`src/rtl/sg_pkg.sv`:
```
package sg_pkg;
  localparam int unsigned SR_W   = 8;
  localparam int unsigned B_HWEN = 7;
  localparam int unsigned B_IPS  = 6;
  localparam int unsigned B_LOCK = 4;
  localparam int unsigned B_BPH  = 3;
  localparam int unsigned B_BPL  = 2;

  typedef enum logic [1:0] {
    BP_NONE    = 2'b00,
    BP_QUARTER = 2'b01,
    BP_HALF    = 2'b10,
    BP_ALL     = 2'b11
  } bp_e;

  typedef struct packed {
    logic       hw_lock_en;
    logic       id_sel;
    logic       zero5;
    logic       id_lock;
    logic [1:0] bp;
    logic       wel;
    logic       busy;
  } status_t;
endpackage

```
`src/rtl/sg_range_check.sv`:
```
module sg_range_check
  import sg_pkg::*;
#(
  parameter int unsigned AW = 14
) (
  input  logic [1:0]    bp,
  input  logic [AW-1:0] addr,
  output logic          hit
);
  localparam logic [AW:0] SPAN      = (AW+1)'(1) << AW;
  localparam logic [AW:0] QTR_BASE  = SPAN - (SPAN >> 2);
  localparam logic [AW:0] HALF_BASE = SPAN >> 1;

  logic [AW:0] wide;
  assign wide = {1'b0, addr};

  always_comb begin
    case (bp)
      BP_NONE:    hit = 1'b0;
      BP_QUARTER: hit = (wide >= QTR_BASE);
      BP_HALF:    hit = (wide >= HALF_BASE);
      default:    hit = 1'b1;
    endcase
  end
endmodule

```
`src/rtl/sg_status_file.sv`:
```
module sg_status_file
  import sg_pkg::*;
(
  input  logic            clk,
  input  logic            rst,
  input  logic            set_wel,
  input  logic            clr_wel,
  input  logic            sr_fire,
  input  logic [SR_W-1:0] sr_val,
  input  logic            arr_fire,
  input  logic            id_end,
  input  logic            rd_done,
  input  logic            wr_done,
  output status_t         st
);
  // persistent cells: no reset, power-up value only
  logic       hw_en = 1'b0;
  logic       lock  = 1'b0;
  logic [1:0] bp    = 2'b00;
  logic       wel, busy, ips;
  logic       both;
  logic       unused_val;

  assign both       = sr_val[B_IPS] & sr_val[B_LOCK];
  assign unused_val = ^{sr_val[5], sr_val[1:0]};

  always_ff @(posedge clk) begin
    if (sr_fire) begin
      hw_en <= sr_val[B_HWEN];
      bp    <= sr_val[B_BPH:B_BPL];
      if (!both) lock <= lock | sr_val[B_LOCK];
    end
  end

  always_ff @(posedge clk) begin
    if (rst) begin
      wel  <= 1'b0;
      busy <= 1'b0;
      ips  <= 1'b0;
    end else begin
      if (wr_done && busy)        wel <= 1'b0;
      else if (!busy && clr_wel)  wel <= 1'b0;
      else if (!busy && set_wel)  wel <= 1'b1;

      if (sr_fire || arr_fire)    busy <= 1'b1;
      else if (wr_done)           busy <= 1'b0;

      if (sr_fire && !both)       ips <= sr_val[B_IPS];
      else if (id_end || rd_done) ips <= 1'b0;
    end
  end

  assign st = '{hw_lock_en: hw_en, id_sel: ips, zero5: 1'b0, id_lock: lock,
                bp: bp, wel: wel, busy: busy};
endmodule

```
`src/rtl/sg_commit_ctrl.sv`:
```
module sg_commit_ctrl
  import sg_pkg::*;
(
  input  logic            clk,
  input  logic            rst,
  input  logic            busy,
  input  logic            wel,
  input  logic            sr_load,
  input  logic [SR_W-1:0] sr_data,
  input  logic            sr_ok,
  input  logic            arr_load,
  input  logic            arr_ok,
  input  logic            cs_rise,
  output logic            sr_fire,
  output logic            arr_fire,
  output logic            id_end,
  output logic [SR_W-1:0] sr_buf,
  output logic            sr_grant,
  output logic            arr_grant
);
  logic sr_pend, arr_pend, arr_seen, commit;

  assign commit   = cs_rise && !busy && !rst;
  assign sr_fire  = commit && sr_pend && sr_ok;
  assign arr_fire = commit && !sr_pend && arr_pend && wel;
  assign id_end   = commit && arr_seen;

  always_ff @(posedge clk) begin
    if (rst) begin
      sr_pend   <= 1'b0;
      arr_pend  <= 1'b0;
      arr_seen  <= 1'b0;
      sr_buf    <= '0;
      sr_grant  <= 1'b0;
      arr_grant <= 1'b0;
    end else begin
      sr_grant  <= sr_fire;
      arr_grant <= arr_fire;
      if (commit) begin
        sr_pend  <= 1'b0;
        arr_pend <= 1'b0;
        arr_seen <= 1'b0;
      end else if (!busy) begin
        if (sr_load) begin
          sr_pend <= sr_ok;
          sr_buf  <= sr_data;
        end else if (!sr_ok) begin
          sr_pend <= 1'b0;  // pin dropped or latch cleared mid-selection
        end
        if (arr_load) begin
          arr_pend <= arr_ok;
          arr_seen <= 1'b1;
        end
      end
    end
  end
endmodule

```
`src/rtl/spi_status_guard.sv`:
```
module spi_status_guard
  import sg_pkg::*;
#(
  parameter int unsigned ADDR_W = 14,
  parameter int unsigned ID_W   = 6
) (
  input  logic              clk,
  input  logic              rst,
  input  logic              set_wel,
  input  logic              clr_wel,
  input  logic              sr_load,
  input  logic [SR_W-1:0]   sr_data,
  input  logic              arr_load,
  input  logic [ADDR_W-1:0] arr_addr,
  input  logic              cs_rise,
  input  logic              wr_done,
  input  logic              rd_done,
  input  logic              wp_n,
  output logic [SR_W-1:0]   status_o,
  output logic              arr_grant,
  output logic              sr_grant,
  output logic              id_sel
);
  localparam int unsigned ID_PAD = ADDR_W - ID_W;

  status_t           st;
  logic [ADDR_W-1:0] tgt;
  logic              hit, arr_ok, sr_ok;
  logic              sr_fire, arr_fire, id_end;
  logic [SR_W-1:0]   sr_buf;

  assign tgt    = st.id_sel ? {{ID_PAD{1'b0}}, arr_addr[ID_W-1:0]} : arr_addr;
  assign arr_ok = st.wel && !hit &&
                  !(st.id_sel && (st.id_lock || st.bp == BP_ALL));
  assign sr_ok  = st.wel && !(st.hw_lock_en && !wp_n);

  sg_range_check #(.AW(ADDR_W)) u_rng (
    .bp   (st.bp),
    .addr (tgt),
    .hit  (hit)
  );

  sg_commit_ctrl u_ctl (
    .clk       (clk),
    .rst       (rst),
    .busy      (st.busy),
    .wel       (st.wel),
    .sr_load   (sr_load),
    .sr_data   (sr_data),
    .sr_ok     (sr_ok),
    .arr_load  (arr_load),
    .arr_ok    (arr_ok),
    .cs_rise   (cs_rise),
    .sr_fire   (sr_fire),
    .arr_fire  (arr_fire),
    .id_end    (id_end),
    .sr_buf    (sr_buf),
    .sr_grant  (sr_grant),
    .arr_grant (arr_grant)
  );

  sg_status_file u_sf (
    .clk      (clk),
    .rst      (rst),
    .set_wel  (set_wel),
    .clr_wel  (clr_wel),
    .sr_fire  (sr_fire),
    .sr_val   (sr_buf),
    .arr_fire (arr_fire),
    .id_end   (id_end),
    .rd_done  (rd_done),
    .wr_done  (wr_done),
    .st       (st)
  );

  assign status_o = st;
  assign id_sel   = st.id_sel;
endmodule

```
`config.mk`:
```
export PLATFORM = sky130hd
export DESIGN_NAME = spi_status_guard
export DESIGN_NICKNAME = d
export VERILOG_FILES = /design/src/rtl/sg_pkg.sv /design/src/rtl/sg_range_check.sv /design/src/rtl/sg_status_file.sv /design/src/rtl/sg_commit_ctrl.sv /design/src/rtl/spi_status_guard.sv
export SDC_FILE = /design/constraint.sdc
export NUM_CORES = 1
export LEC_CHECK = 0
export BUFFER_PORTS_ARGS = -buffer_cell sky130_fd_sc_hd__buf_2
export CAP_MARGIN = 20
export CELL_PAD_IN_SITES_DETAIL_PLACEMENT = 2
export CELL_PAD_IN_SITES_GLOBAL_PLACEMENT = 2
export CORE_MARGIN = 1.5
export CORE_UTILIZATION = 23
export DETAILED_ROUTE_END_ITERATION = 8
export HOLD_SLACK_MARGIN = 0.03
export PLACE_DENSITY_LB_ADDON = 0.1
export SKIP_LAST_GASP = 1
export SYNTH_ARGS = -nofsm -noshare
export SYNTH_HDL_FRONTEND = slang
export SYNTH_SLANG_ARGS = --single-unit
```
`constraint.sdc`:
```
create_clock -name clk -period 1.6 [get_ports clk]
set_clock_uncertainty 0.1 [all_clocks]
set_input_delay 0 -clock clk [delete_from_list [all_inputs] [get_ports clk]]
set_output_delay 0 -clock clk [all_outputs]
set_load 0.005 [all_outputs]
```
Word level (Yosys, flattened, before mapping)

Cells that the tools add are included.

Memories kept: 0
ROM bits: 0
Flip-flop bits (word level): 20
Word-level logic and storage cells: 68
Output and inout port bits: 11
Bits in writable memories: 0
Latch bits: 0

Add/sub/neg operators: 0
Eq/ne operators: 4
Shifts and indexed selects: 0
$lt $le $gt $ge: 2
Multiplexer cells: 8
Divide/modulo/power cells: 0
Multipliers: 0
Bitwise operators: 5
Reductions and logical operators: 37

Operator list:

| operator               | number |
|---|---|
| $ge A14 B14 Y1 const B | 2 |
| $logic_and A1 B1 Y1    | 17 |
| $mux W14               | 1 |
| $logic_not A1 Y1       | 8 |
| $mux W1                | 6 |
| $reduce_and A2 Y1      | 3 |
| $eq A2 B2 Y1 const B   | 2 |
| $reduce_bool A2 Y1     | 2 |
| $logic_or A1 B1 Y1     | 3 |
| $not A1 Y1             | 3 |
| $pmux W1 S3            | 1 |
| $reduce_and A3 Y1      | 1 |
| $reduce_or A3 Y1       | 1 |
| $eq A2 B1 Y1 const B   | 1 |
| $logic_not A2 Y1       | 1 |
| $ne A2 B2 Y1 const B   | 1 |
| $reduce_or A2 Y1       | 1 |
| $and A1 B1 Y1          | 1 |
| $or A1 B1 Y1           | 1 |

Longest topological paths before layout

Depth after elaboration: 8
Mapped depth: 5

By module

From an unflattened synthesis, not the netlist that was laid out.

Cell total of the unflattened synthesis: 104
Area, all modules: 1028.5 µm²

Modules (own cells, without submodules):

| module           | seq. area each (µm²) | area each (µm²) | cells each | instances |
|---|---|---|---|---|
| sg_commit_ctrl   | 260.2                | 596.8           | 59         | 1 |
| sg_status_file   | 180.2                | 305.3           | 28         | 1 |
| spi_status_guard | 0.0                  | 112.6           | 14         | 1 |
| sg_range_check   | 0.0                  | 13.8            | 3          | 1 |

Worst setup path before layout

No wires, ideal clock.

Path type: register to register
Start point: register u_sf.busy
End point: register u_sf.lock (enable)
Clock period less this slack: 1235 ps
Buffers on the path: 0
Setup time: 304 ps
Slack: 365 ps
Stages on the path, launching flop included: 4
Data arrival time: 832 ps
Data required time: 1196 ps
Path through: dfxtp_1 -> and4bb_1 -> nand3_2 -> a21oi_1

Cells in the longest elaborated chain, start to end: 6

Ends and longest elaborated chain:

| element                           | line                 | RTL |
|---|---|---|
| start: declaration                | sg_status_file.sv:20 | `logic wel, busy, ips;` |
| start signal: assignment          | sg_status_file.sv:38 | `busy <= 1'b0;` |
| start signal: assignment          | sg_status_file.sv:45 | `if (sr_fire \|\| arr_fire) busy <= 1'b1;` |
| start signal: assignment          | sg_status_file.sv:46 | `else if (wr_done) busy <= 1'b0;` |
| $logic_not A1 Y1                  | sg_commit_ctrl.sv:23 | `assign commit = cs_rise && !busy && !rst;` |
| $logic_and A1 B1 Y1 (2 in series) | sg_commit_ctrl.sv:23 |  |
| $logic_and A1 B1 Y1 (2 in series) | sg_commit_ctrl.sv:24 | `assign sr_fire = commit && sr_pend && sr_ok;` |
| $reduce_and A2 Y1 (no line)       | --                   |  |
| end signal: assignment            | sg_status_file.sv:31 | `if (!both) lock <= lock \| sr_val[B_LOCK];` |
| end: declaration                  | sg_status_file.sv:18 | `logic lock = 1'b0;` |

Every way passes these cells.
A chain may end at the register's enable or synchronous reset.

Worst setup path in the final report

Start point: input rst
End point: register u_sf.lock (enable)

Cells in the longest elaborated chain, start to end: 5

Ends and longest elaborated chain:

| element                           | line                  | RTL |
|---|---|---|
| start: declaration                | spi_status_guard.sv:8 | `input logic rst,` |
| $logic_not A1 Y1                  | sg_commit_ctrl.sv:23  |  |
| $logic_and A1 B1 Y1               | sg_commit_ctrl.sv:23  |  |
| $logic_and A1 B1 Y1 (2 in series) | sg_commit_ctrl.sv:24  |  |
| $reduce_and A2 Y1 (no line)       | --                    |  |

Every way passes these cells.

==> results.tsv <==
stage	metric	value	unit
routing	drt initial violations	10	
power	Max VDD drop	0.378	mV
yosys	xor and xnor area share after synthesis	0	%
yosys	Syn Nets	105	
power	PD cells	754	nW/um^2
critical_path	Crit Path Max Fanout	14	
critical_path	endpoint type of the worst setup path	register	
cts	clock root cell	clkbuf_4	
die	DIE AREA	3590	um^2
critical_path	crit path launch type	input port	
yosys	count leader, synth	dfxtp_1	
die	Ports	43	
routing	DRT Pass-1 Iters	3	
yosys	Post-synth EDFFs	4	
finish	Regs by FF count	u_ctl.sr_buf: 5 flops, u_sf.bp: 2 flops	
finish	Largest register FFs	5	
cts	clk_lat worst skew	300	ps
die	DIE WIDTH	59.9	um
cts	CTS tree	yes	
yosys	Synth Flop Type	dfxtp_1	
yosys	ys async rst share	0	%
cts	cts bufs inserted	3	
cts	clock tree buffer depth	2	
place	Placed Area	888	um^2
timing	Hold Fails Final Rpt	0	
finish	diode count	0	
yosys	Post-Syn Area	744	um^2
die	CORE AREA	3050	um^2
timing	f_max	686	MHz
yosys	Commonest cells post-synth	dfxtp_1 (13), nor2_1 (8), buf_4 (7)	
timing	post-layout min period	1460	ps
timing	Final setup viols	0	
timing	worst hold margin	64.2	ps
routing	Vias	650	
yosys	Ys Warns	0	
routing	WL met2	975	um
timing	max-slew violation count	0	
critical_path	Crit Path Class	input port to register	
yosys	Synth area leader	dfxtp_1	
yosys	Seq/Total Area, Yosys	51.1	%
yosys	mux cell area share after synthesis	8.07	%
global_routing	GRT Overall Usage	13.0	%
yosys	synth unique cells	28	
routing	DR WL/cell	12.9	um
cts	clock sink count	17	
finish	fin area	1040	um^2
status	status	complete, no violations	
cts	CTS HTree Levels	1	
routing	Highest Signal Layer	met4	
yosys	Synth area leaders	dfxtp_1 (35%), edfxtp_1 (16%), mux2i_1 (8.1%), buf_4 (7.1%), a21oi_1 (4.0%)	
yosys	main combinational cell family by area after synthesis	simple AND/OR/NAND/NOR gates	
global_routing	wire length of the first global-routing pass	3360	um
routing	post-route antenna net violation count	0	
flow_run	max-cap violation count	0	
die	Rows	20	
timing	setup tns final	0	ps
routing	DRC	0	
yosys	post-synthesis compound-gate area fraction	9.58	%
critical_path	Critical Path AT	1380	ps
yosys	Syn Inst Count	73	
critical_path	CP required	1520	ps
place	I/O Buffers	26	
cts	Reg clk slew, reported paths	110	ps
yosys	mean post-synth cell area	10.2	um^2
place	HPWL after detailed placement	1500	um
finish	final net count	142	
global_routing	pin count of the biggest net entering global routing	15	
finish	share of post-route cells with drive strength above 1	33.0	%
global_routing	number of global-route vias before repair	731	
routing	routed vias/inst	4.25	
finish	Fillers	370	
yosys	Synth Area in Simple Gates	21.7	%
finish	Area Growth Syn to Fin	39.3	%
routing	met1 wire length	869	um
yosys	number of synthesized register bits	17	
global_routing	initial antenna violation count	0	
yosys	Synth top area share	35.0	%
yosys	fraction of the mapped netlist area in adder cells	0	%
finish	Largest Register	u_ctl.sr_buf	
timing	RSZ-0062 raised after global routing	no	
routing	WL final	1970	um
die	initial core utilization	24.4	%
timing	Final period util	91.2	%
global_routing	total grt overflow	0	
routing	WL met3	96	um
power	Leak	0.451	nW
power	Pwr Total	0.782	mW
worst_hold_path	min-delay worst type	input port to register	
place	RePlAce Congestion	0.624	
die	Chip Height	59.9	um
## kinds of logic after synthesis
logic type / count (synthesis)
other: 1
muxes: 6
buffers and inverters: 11
AOI/OAI and AO/OA: 11
DFF: 17
and+or+nand+nor: 27
## critical path, cell delays in order
cell	delay (ps)
dlygate4sd3_1	530
buf_2	220
and4bb_1	320
nand3_2	140
a21oi_1	170
## routing by layer
layer / global-route usage, % / up-vias
met3: 3.03 / 4
met1: 15.7 / 309
li1: - / 318
met4: 6.67 / 0
met2: 21.4 / 19
met5: 0 / -
## stage by stage
stage / utilization [%] / std cells / setup slack, ps
detailed placement: 29.1 / 137 / 199
floorplan: - / 73 / 365
global placement: 29.1 / 137 / 215
finish: 34.0 / 153 / 142
CTS: 33.9 / 153 / 48.0
global route: 34.0 / 153 / 54.4
## worst paths after layout
| kind | startpoint | end | slack (ps) | cells after the start |
|---|---|---|---|---|
| min reg2reg | u_ctl.sr_buf[3] | u_sf.bp[1] | 350 | 0 |
| max reg2reg | u_sf.busy | u_sf.lock | 220 | 3 |
| min | cs_rise | u_ctl.arr_seen | 60 | 3 |
| max | rst | u_sf.lock | 140 | 5 |
## report_power, final
part           internal [mW]  switching, mW  total [mW]  leakage [nW]
Sequential             0.449        0.00681       0.456         0.139
Combinational         0.0545         0.0369      0.0914         0.294
Clock                 0.0931          0.142       0.235        0.0177
Total                  0.596          0.186       0.782         0.451
## timing repair
item | 4_1_cts | 5_1_grt
hold buffers | 12 | 0
hold endpoints to repair | 11 | 0
gates resized for setup | 0 | 1
endpoints found under the setup margin | 0 | 5
setup buffers | 0 | 0
## cells in the final DEF (no fill, tap or decap), types with 2 or more instances in the layout
master         netlist  final
edfxtp_1             4      4
nor2b_1              2      2
inv_1                3      3
nand2b_1             3      3
buf_4                7      2
buf_2                0     26
mux2i_1              6      6
dlygate4sd3_1        0     12
clkbuf_4             0      3
nor2_1               8      8
dfxtp_1             13     13
a21oi_1              6      6
nor3_1               2      2
nand2_1              2      2
## cell type report
| cell class | instances | area, um^2 | share of cell area, % |
|---|---|---|---|
| sequential | 17 | 380 | 36.7 |
| clock inverter | 1 | 5.00 | 0.483 |
| multi-input combinational | 45 | 298 | 28.7 |
| inverter | 3 | 11.3 | 1.09 |
| tap | 44 | 55.1 | 5.31 |
| timing repair buffer | 40 | 265 | 25.6 |
| clock buffer | 3 | 22.5 | 2.17 |
Note: power is estimated with default switching activity, not from simulation.
